[config.mk]
export PLATFORM = sky130hd
export DESIGN_NAME = rstc_top
export DESIGN_NICKNAME = d
export VERILOG_FILES = /design/src/rtl/rstc_pkg.sv /design/src/rtl/rstc_bus_port.sv /design/src/rtl/rstc_key_gate.sv /design/src/rtl/rstc_pulse_gen.sv /design/src/rtl/rstc_top.sv
export SDC_FILE = /design/constraint.sdc
export NUM_CORES = 1
export LEC_CHECK = 0
export ABC_CLOCK_PERIOD_IN_PS = 2050
export BUFFER_PORTS_ARGS = -buffer_cell sky130_fd_sc_hd__buf_4
export CAP_MARGIN = 20
export CORE_MARGIN = 1
export CORE_UTILIZATION = 25
export DETAILED_ROUTE_END_ITERATION = 8
export GPL_TIMING_DRIVEN = 0
export SETUP_SLACK_MARGIN = 0.1
export SYNTH_ARGS = -nofsm -noshare
export SYNTH_HDL_FRONTEND = slang
export SYNTH_SLANG_ARGS = --single-unit
[constraint.sdc]
create_clock -name clk -period 2.05 [get_ports clk]
set_input_delay 0.205 -clock clk [delete_from_list [all_inputs] [get_ports clk]]
set_output_delay 0.205 -clock clk [all_outputs]
set_load 0.05 [all_outputs]
[src/rtl/rstc_pkg.sv]
package rstc_pkg;
  localparam int REG_W = 32;
  localparam int ADDR_W = 4;
  localparam int CAUSE_W = 4;
  localparam int NSRC = 3;
  localparam int TRIG_BIT = 16;
  localparam logic [15:0] UNLOCK_KEY = 16'h5A69;
  localparam logic [REG_W-1:0] SOFT_PATTERN = 32'h0000_300F;
  localparam int C_SW = 0;
  localparam int C_WDOG = 1;
  localparam int C_EXT = 2;
  localparam int C_VIOL = 3;

  typedef enum logic [1:0] {
    SEL_CAUSE = 2'd0,
    SEL_CTRL  = 2'd1,
    SEL_CFG   = 2'd2,
    SEL_ISO   = 2'd3
  } rstc_sel_e;
endpackage

[src/rtl/rstc_bus_port.sv]
module rstc_bus_port
  import rstc_pkg::*;
(
  input  logic             clk,
  input  logic             rst_n,
  input  logic             req_valid,
  input  logic             req_we,
  input  logic [1:0]       req_sel_bits,
  input  logic             rsp_ready,
  input  logic [REG_W-1:0] rdata_in,
  output logic             req_ready,
  output logic             acc,
  output rstc_sel_e        sel,
  output logic             rsp_valid,
  output logic [REG_W-1:0] rsp_rdata
);
  logic             rsp_valid_q;
  logic [REG_W-1:0] rsp_rdata_q;

  assign sel       = rstc_sel_e'(req_sel_bits);
  assign req_ready = !rsp_valid_q || rsp_ready;
  assign acc       = req_valid && req_ready;
  assign rsp_valid = rsp_valid_q;
  assign rsp_rdata = rsp_rdata_q;

  always_ff @(posedge clk or negedge rst_n) begin
    if (!rst_n) begin
      rsp_valid_q <= 1'b0;
      rsp_rdata_q <= '0;
    end else if (acc) begin
      rsp_valid_q <= 1'b1;
      rsp_rdata_q <= req_we ? '0 : rdata_in;
    end else if (rsp_ready) begin
      rsp_valid_q <= 1'b0;
    end
  end
endmodule

[src/rtl/rstc_key_gate.sv]
module rstc_key_gate
  import rstc_pkg::*;
(
  input  logic             clk,
  input  logic             rst_n,
  input  logic             wr,
  input  rstc_sel_e        sel,
  input  logic [REG_W-1:0] wdata,
  output logic             unlocked,
  output logic             cfg_commit,
  output logic             viol_set,
  output logic             sw_trig
);
  logic open_q, open_d;
  logic key_hit, ctrl_wr, cfg_wr;

  assign key_hit  = (wdata[15:0] == UNLOCK_KEY);
  assign ctrl_wr  = wr && (sel == SEL_CTRL);
  assign cfg_wr   = wr && (sel == SEL_CFG);
  assign unlocked = open_q;

  always_comb begin
    open_d     = open_q;
    cfg_commit = 1'b0;
    viol_set   = 1'b0;
    sw_trig    = 1'b0;
    if (ctrl_wr && key_hit) begin
      open_d = 1'b1;
    end else if (ctrl_wr) begin
      if (open_q) sw_trig = !wdata[TRIG_BIT];
      else        viol_set = 1'b1;
      open_d = 1'b0;
    end else if (cfg_wr) begin
      if (open_q) cfg_commit = 1'b1;
      else        viol_set = 1'b1;
      open_d = 1'b0;
    end
  end

  always_ff @(posedge clk or negedge rst_n) begin
    if (!rst_n) open_q <= 1'b0;
    else        open_q <= open_d;
  end
endmodule

[src/rtl/rstc_pulse_gen.sv]
module rstc_pulse_gen #(
  parameter int PULSE_LEN = 16,
  parameter int NSRC      = 3
) (
  input  logic            clk,
  input  logic            rst_n,
  input  logic [NSRC-1:0] src,
  output logic            active,
  output logic            start,
  output logic [NSRC-1:0] start_src
);
  localparam int CNT_W = $clog2(PULSE_LEN + 1);
  localparam logic [CNT_W-1:0] LOAD = CNT_W'(PULSE_LEN);

  logic [CNT_W-1:0] cnt_q;

  assign active    = (cnt_q != '0);
  assign start     = (|src) && !active;
  assign start_src = active ? '0 : src;

  always_ff @(posedge clk or negedge rst_n) begin
    if (!rst_n)      cnt_q <= '0;
    else if (start)  cnt_q <= LOAD;
    else if (active) cnt_q <= cnt_q - 1'b1;
  end
endmodule

[src/rtl/rstc_top.sv]
module rstc_top
  import rstc_pkg::*;
#(
  parameter int PULSE_LEN = 16,
  parameter logic [31:0] ISO_RESET = 32'hFFFF_FFFF
) (
  input  logic              clk,
  input  logic              rst_n,
  input  logic              req_valid,
  output logic              req_ready,
  input  logic              req_we,
  input  logic [ADDR_W-1:0] req_addr,
  input  logic [REG_W-1:0]  req_wdata,
  output logic              rsp_valid,
  input  logic              rsp_ready,
  output logic [REG_W-1:0]  rsp_rdata,
  input  logic              wdog_req,
  input  logic              ext_req,
  output logic              rst_req,
  output logic              soft_mode,
  output logic [REG_W-1:0]  iso_en
);
  logic             acc, wr, unlocked, cfg_commit, viol_set, sw_trig;
  logic             pulse_active, pulse_start;
  logic [NSRC-1:0]  trig_src, start_src;
  rstc_sel_e        sel;
  logic [REG_W-1:0] rdata_mux, cfg_q, iso_q;
  logic [CAUSE_W-1:0] cause_q, cause_d;
  logic [1:0]       unused_addr_lsb;

  assign unused_addr_lsb = req_addr[1:0];

  rstc_bus_port u_port (
    .clk(clk), .rst_n(rst_n), .req_valid(req_valid), .req_we(req_we),
    .req_sel_bits(req_addr[3:2]), .rsp_ready(rsp_ready), .rdata_in(rdata_mux),
    .req_ready(req_ready), .acc(acc), .sel(sel),
    .rsp_valid(rsp_valid), .rsp_rdata(rsp_rdata)
  );

  assign wr = acc && req_we;

  rstc_key_gate u_gate (
    .clk(clk), .rst_n(rst_n), .wr(wr), .sel(sel), .wdata(req_wdata),
    .unlocked(unlocked), .cfg_commit(cfg_commit), .viol_set(viol_set),
    .sw_trig(sw_trig)
  );

  assign trig_src = {ext_req, wdog_req, sw_trig};

  rstc_pulse_gen #(.PULSE_LEN(PULSE_LEN), .NSRC(NSRC)) u_pulse (
    .clk(clk), .rst_n(rst_n), .src(trig_src), .active(pulse_active),
    .start(pulse_start), .start_src(start_src)
  );

  assign rst_req   = pulse_active;
  assign soft_mode = (cfg_q == SOFT_PATTERN);
  assign iso_en    = iso_q;

  always_comb begin
    cause_d = cause_q;
    if (wr && sel == SEL_CAUSE) cause_d = cause_q & ~req_wdata[CAUSE_W-1:0];
    if (pulse_start) cause_d[NSRC-1:0] = start_src;
    if (viol_set) cause_d[C_VIOL] = 1'b1;
  end

  always_comb begin
    unique case (sel)
      SEL_CAUSE: rdata_mux = {{(REG_W-CAUSE_W){1'b0}}, cause_q};
      SEL_CTRL:  rdata_mux = {{(REG_W-TRIG_BIT-1){1'b0}}, !pulse_active,
                             15'd0, unlocked};
      SEL_CFG:   rdata_mux = cfg_q;
      default:   rdata_mux = iso_q;
    endcase
  end

  always_ff @(posedge clk or negedge rst_n) begin
    if (!rst_n) begin
      cause_q <= '0;
      cfg_q   <= '0;
      iso_q   <= ISO_RESET;
    end else begin
      cause_q <= cause_d;
      if (cfg_commit) cfg_q <= req_wdata;
      if (wr && sel == SEL_ISO) iso_q <= req_wdata;
    end
  end
endmodule

==> impl_metrics.json, run 1 <==
{
  "routed_wl_um": 13200,
  "cp.required_ns": 1.85,
  "p_per_area_nw_per_um2": 1180,
  "core_region_area_sq_um": 19500,
  "drt-wirelength-per-cell_um": 17.3,
  "synth_top_family_by_area": "multiplexers",
  "grt_pass1_wl_um": 20100,
  "hold_path_class": "in -> reg",
  "hold_depth": 2,
  "antenna_cells": 0,
  "drv_slew": 0,
  "worstMarginPinSlew_ns": 0.650,
  "fin_skew_ns": 0.00922,
  "synth_seq_cells": 107,
  "clock_latency_ns": 0.35,
  "synth_top_cell_by_area": "dfrtp_1",
  "vias": 3390,
  "yosysWarnings": 0,
  "syn-num-nets": 409,
  "synth_area_per_cell_sq_um": 13.6,
  "worst_r2r_path_depth": 8,
  "clkTransAtPathRegs_ns": 0.07,
  "dr_wl_met3_um": 751,
  "drtAntennaViolNets": 0,
  "antenna_found_initial": 0,
  "start_kind": "flip-flop",
  "cts_buffers": 9,
  "power.leakage_nw": 3.02,
  "fp.dieW_um": 143,
  "clkSinkCount": 107,
  "routabilityCongestion": 0.856,
  "io_buffers": 107,
  "fillers": 1917,
  "dr_wl_met2_um": 6130,
  "status": "finished, final reports clean",
  "grt_max_degree": 68,
  "utilization_pct": 33.8,
  "viasPerCell": 4.44,
  "synth_adder_area_share_pct": 0.253,
  "ir_drop_mv": 0.381,
  "rsz0062_at_grt": "true",
  "synth_top_cell_area_share_pct": 37.9,
  "drive_gt1_share_pct": 52.8,
  "synth.area.top_cells": "dfrtp_1 (38%), mux2_4 (18%), dfstp_2 (17%)",
  "rows": 51,
  "fmax_mhz": 505,
  "grt_use_total_pct": 13.5,
  "reg2reg_slack_ns": 0.24,
  "dr.first_iter.drc_count": 162,
  "seqCellArea_sq_um": 2720,
  "syn_area_sq_um": 4950,
  "place.detailed.hpwl_um": 9670,
  "routed.top_layer": "met4",
  "first_global_vias": 3446,
  "crit_path_end_kind": "primary output",
  "synth-edff-count": 0,
  "start_util_pct": 25.4,
  "dieHeight_um": 143,
  "drc_errors": 0,
  "wl_met1_um": 6100,
  "yosysUniqueCellTypes": 42,
  "drtPass1Iterations": 4,
  "cts.htree.levels": 3,
  "synth_xor_area_share_pct": 0.177,
  "period_share_pct": 96.5,
  "async_reset_ff_share_pct": 100,
  "cts_root_buf": "clkbuf_16",
  "top_level_ports": 111,
  "synth_compound_area_share_pct": 6.11,
  "cp_max_fo": 3,
  "cap_violations": 0,
  "crit_arrival_ns": 1.77,
  "yosysMostFrequentCell": "dfrtp_1",
  "setup_viol": 0,
  "critPathKind": "reg -> out",
  "synthSimpleGateAreaFrac_pct": 8.24,
  "slew_headroom_pct": 56.7,
  "cts_tree": "yes",
  "overflow": 0,
  "cts_buffer_depth": 2,
  "layout.nets": 537,
  "dieArea_sq_um": 20400,
  "ys_top_cells_by_count": "dfrtp_1 (75), mux2_4 (60), mux2i_1 (33), nand2_1 (33), dfstp_2 (32)",
  "yosys_most_used_dff": "dfrtp_1",
  "netlist_instances": 365,
  "fin_crit_ns": 1.98,
  "setup_tns_ns": 0,
  "synth_mux_area_share_pct": 26.5,
  "hold_violations": 0,
  "area_growth_pct": 32.9,
  "multi_input_area_sq_um": 2110,
  "seq_area_frac_synth_pct": 54.9
}
[cells in the final DEF (no fill, tap or decap), types with 3 or more instances in the layout]
cell type	netlist	layout
buf_4	1	113
dfrtp_1	75	75
mux2_4	60	60
mux2i_1	33	33
nand2_1	33	33
dfstp_2	32	32
o21ai_0	23	23
buf_6	10	12
o21ai_1	12	12
nor2_1	10	9
clkbuf_16	0	9
nand3_1	7	7
buf_2	6	6
a22o_1	6	6
mux2_2	5	5
inv_1	7	4
nor4bb_1	4	4
nand2b_1	4	4
nor4_2	0	3
o22ai_1	3	3
clkbuf_1	3	3
clkinvlp_4	0	3
[sequential cells by signal (all words and copies together), names as in the netlist]
signal            count
cause_q               4
cfg_q                32
iso_en               32
u_gate.unlocked       1
u_port.rsp_rdata     32
u_port.rsp_valid      1
u_pulse.cnt_q         5
[worst paths after layout]
check	from	end
min reg2reg	u_pulse.cnt_q[3]$_DFFE_PN0P_	u_pulse.cnt_q[3]$_DFFE_PN0P_
max reg2reg	u_pulse.cnt_q[1]$_DFFE_PN0P_	cause_q[0]$_DFFE_PN0P_
max	cfg_q[14]$_DFFE_PN0P_	soft_mode
min	req_wdata[19]	iso_en[19]$_DFFE_PN1P_
max in group asynchronous	rst_n	iso_en[7]$_DFFE_PN1P_
min in group asynchronous	rst_n	u_port.rsp_rdata[25]$_DFFE_PN0N_
[area by class of cell]
class | instances | share of cell area, %
flip-flops and latches | 107 | 41.3
inverters | 7 | 0.437
well taps | 265 | 5.04
plain buffers | 21 | 2.59
clock buffers | 10 | 3.63
clock inverters | 6 | 1.06
repair buffers | 117 | 13.9
multi-input cells | 230 | 32.1
[metrics by stage]
| step | instance area [sq um] | hold WS [ns] | setup slack (ns) | cells | total power [W] |
|---|---|---|---|---|---|
| floorplan | 4970 | -0.0906 | 0.126 | 365 | 0.00500 |
| global placement | 6100 | 0.447 | 0.130 | 737 | 0.00575 |
| detailed placement | 6130 | 0.228 | 0.160 | 738 | 0.00584 |
| CTS | 6570 | 0.0723 | 0.0215 | 762 | 0.00784 |
| global route | 6580 | 0.0725 | -0.0514 | 763 | 0.00818 |
| finish | 6580 | 0.0913 | 0.0717 | 763 | 0.00777 |
[power by group]
group	internal, W	switching, W	total (W)
logic	0.00122	0.00149	0.00271
registers	0.00276	0.000489	0.00325
clock network	0.000990	0.000817	0.00181
total	0.00498	0.00279	0.00777
[logic make-up after synthesis]
logic type / count (synthesis)
XOR/XNOR: 1
multiplexers: 99
AO/OA/AOI/OAI: 51
flip-flops: 107
AND/OR/NAND/NOR: 78
buffers and inverters: 28
adder cells (fa/ha/maj): 1
[layer usage]
metal,vias to the layer above,GRT usage (%)
met5,-,0
met2,110,20.8
li1,1565,-
met1,1699,18.1
met3,16,3.79
met4,0,4.41
[critical path, cell delays in order, from the launching register on]
cell,delay [ns]
dfrtp_1,0.43
nor4_2,0.28
nand4_1,0.19
nor4_4,0.33
buf_6,0.20
[timing repair]
item	CTS	global route
setup buffers	7	1
hold buffers	1	0
hold endpoints to repair	26	0
endpoints found under the setup margin	2	4
pin swaps	4	2
resized for setup	15	3
No activity file was read; power rests on OpenSTA's default activity.
==> run 2: changes to the inputs <==
Settings changed: CORE_UTILIZATION 25 to 38.
==> run 2 against run 1 <==
Against the previous run:
- first-iteration DRC count up 35%
- global-route usage is 4.7 points higher
- hold slack better by 0.0021 ns
- critical path type unchanged
- worst setup slack worse by 0.014 ns
- wire length shrank 11%
- die area fell by 34%
==> impl_metrics.json, run 2 (synthesis results as in run 1) <==
{
  "routed_wl_um": 11700,
  "grt_use_total_pct": 18.2,
  "dieArea_sq_um": 13500,
  "hold_path_class": "in -> reg",
  "setup_viol": 0,
  "first_global_vias": 3378,
  "overflow": 0,
  "start_util_pct": 39.1,
  "final_cell_mix": "buf_4 (111), dfrtp_1 (75), mux2_4 (60)",
  "drt-wirelength-per-cell_um": 17.5,
  "fin_area_sq_um": 6370,
  "critPathKind": "reg -> out",
  "io_buffers": 107,
  "fin_crit_ns": 1.99,
  "drive_gt1_share_pct": 51.0,
  "slew_headroom_pct": 63.1,
  "dieHeight_um": 116,
  "top_level_ports": 111,
  "period_share_pct": 97.2,
  "cp.required_ns": 1.85,
  "core_region_area_sq_um": 12700,
  "drv_slew": 0,
  "cts_buffers": 9,
  "cts_root_buf": "clkbuf_16",
  "antenna_found_initial": 0,
  "drtAntennaViolNets": 0,
  "cts_tree": "yes",
  "fin_skew_ns": 0.00849,
  "status": "finished, final reports clean",
  "place.detailed.hpwl_um": 8400,
  "fmax_mhz": 502,
  "vias": 3250,
  "clock_latency_ns": 0.34,
  "crit_path_end_kind": "primary output",
  "dr.first_iter.drc_count": 218,
  "area_growth_pct": 28.6,
  "grt_max_degree": 67,
  "whs_ns": 0.0935,
  "cts_buffer_depth": 2,
  "layout.nets": 535,
  "ir_drop_mv": 0.647,
  "clkTransAtPathRegs_ns": 0.07,
  "p_per_area_nw_per_um2": 1170,
  "grt_pass1_wl_um": 18400,
  "start_kind": "flip-flop",
  "fp.dieW_um": 116,
  "cap_violations": 0,
  "dpl_cell_area_sq_um": 6010,
  "total_power_w": 0.00745,
  "drtPass1Iterations": 4,
  "cp_max_fo": 2,
  "rows": 41,
  "reg2reg_slack_ns": 0.21,
  "hold_violations": 0,
  "cts.htree.levels": 3,
  "viasPerCell": 4.87,
  "antenna_cells": 0,
  "worstMarginPinSlew_ns": 0.553,
  "drc_errors": 0,
  "power.leakage_nw": 2.99,
  "crit_arrival_ns": 1.79,
  "final_common_cell": "buf_4",
  "clkSinkCount": 107,
  "rsz0062_at_grt": "true",
  "routabilityCongestion": 0.838
}
==> run 2: cell count changes in the layout (fill, tap and decap cells not counted), sizes merged <==
| cell | before | now |
|---|---|---|
| clkbuf | 14 | 16 |
| buf | 133 | 131 |
| bufinv | 1 | 0 |
| clkinv | 0 | 2 |
| clkinvlp | 3 | 1 |
| inv | 9 | 8 |
==> run 2: routing by layer <==
layer	vias to the layer above	routed length [um]	GRT usage, %
met5	-	0	0
met4	0	123	5.90
met3	10	375	2.65
met2	76	5480	28.8
met1	1612	5730	25.7
li1	1552	-	-
==> run 2: final timing paths <==
path	endpoint	cells after the start	start
hold reg to reg	u_port.rsp_rdata[26]$_DFFE_PN0N_	2	u_port.rsp_rdata[26]$_DFFE_PN0N_
setup reg to reg	cause_q[1]$_DFFE_PN0P_	8	u_pulse.cnt_q[1]$_DFFE_PN0P_
setup / recovery	soft_mode	4	cfg_q[7]$_DFFE_PN0P_
max in group asynchronous	iso_en[5]$_DFFE_PN1P_	3	rst_n
hold / removal	u_port.rsp_valid$_DFFE_PN0P_	2	req_valid
min in group asynchronous	u_port.rsp_rdata[25]$_DFFE_PN0N_	2	rst_n
==> run 2: timing repair <==
item	4_1_cts	5_1_grt
pin swaps	2	0
hold endpoints to repair	30	0
setup endpoints to repair	2	5
buffers inserted	4	2
resized for setup	5	4
hold buffers	1	0
==> run 2: layout make-up <==
class                      count  area [sq um]
inverter                       7          26.3
buffer                        21           166
tap                          172           215
sequential                   107          2720
clock inverter                 4          26.3
multi-input combinational    230          2080
timing repair buffer         115           897
fill                        1165          6300
clock buffer                  12           236
==> run 2: per-stage QoR <==
stage	utilization [%]	setup TNS, ns	worst slack, ns	instances
2_1_floorplan	-	0	0.126	365
3_3_place_gp	47.2	0	0.232	644
3_5_place_dp	47.5	0	0.207	645
4_1_cts	50.0	0	0.0324	666
5_1_grt	50.3	-0.0408	-0.0359	668
6_report	50.3	0	0.0575	668
==> run 2: power by group <==
part           total (W)  switching [W]  internal [W]
combinational    0.00263        0.00144       0.00118
sequential       0.00323       0.000463       0.00277
clock            0.00159       0.000766      0.000827
total            0.00745        0.00267       0.00477
==> run 2: critical path: stages (launching register included) <==
cell and delay, ns:
dfrtp_1 0.41, nor4_2 0.31, nand4_1 0.20, nor4_4 0.32, buf_6 0.20
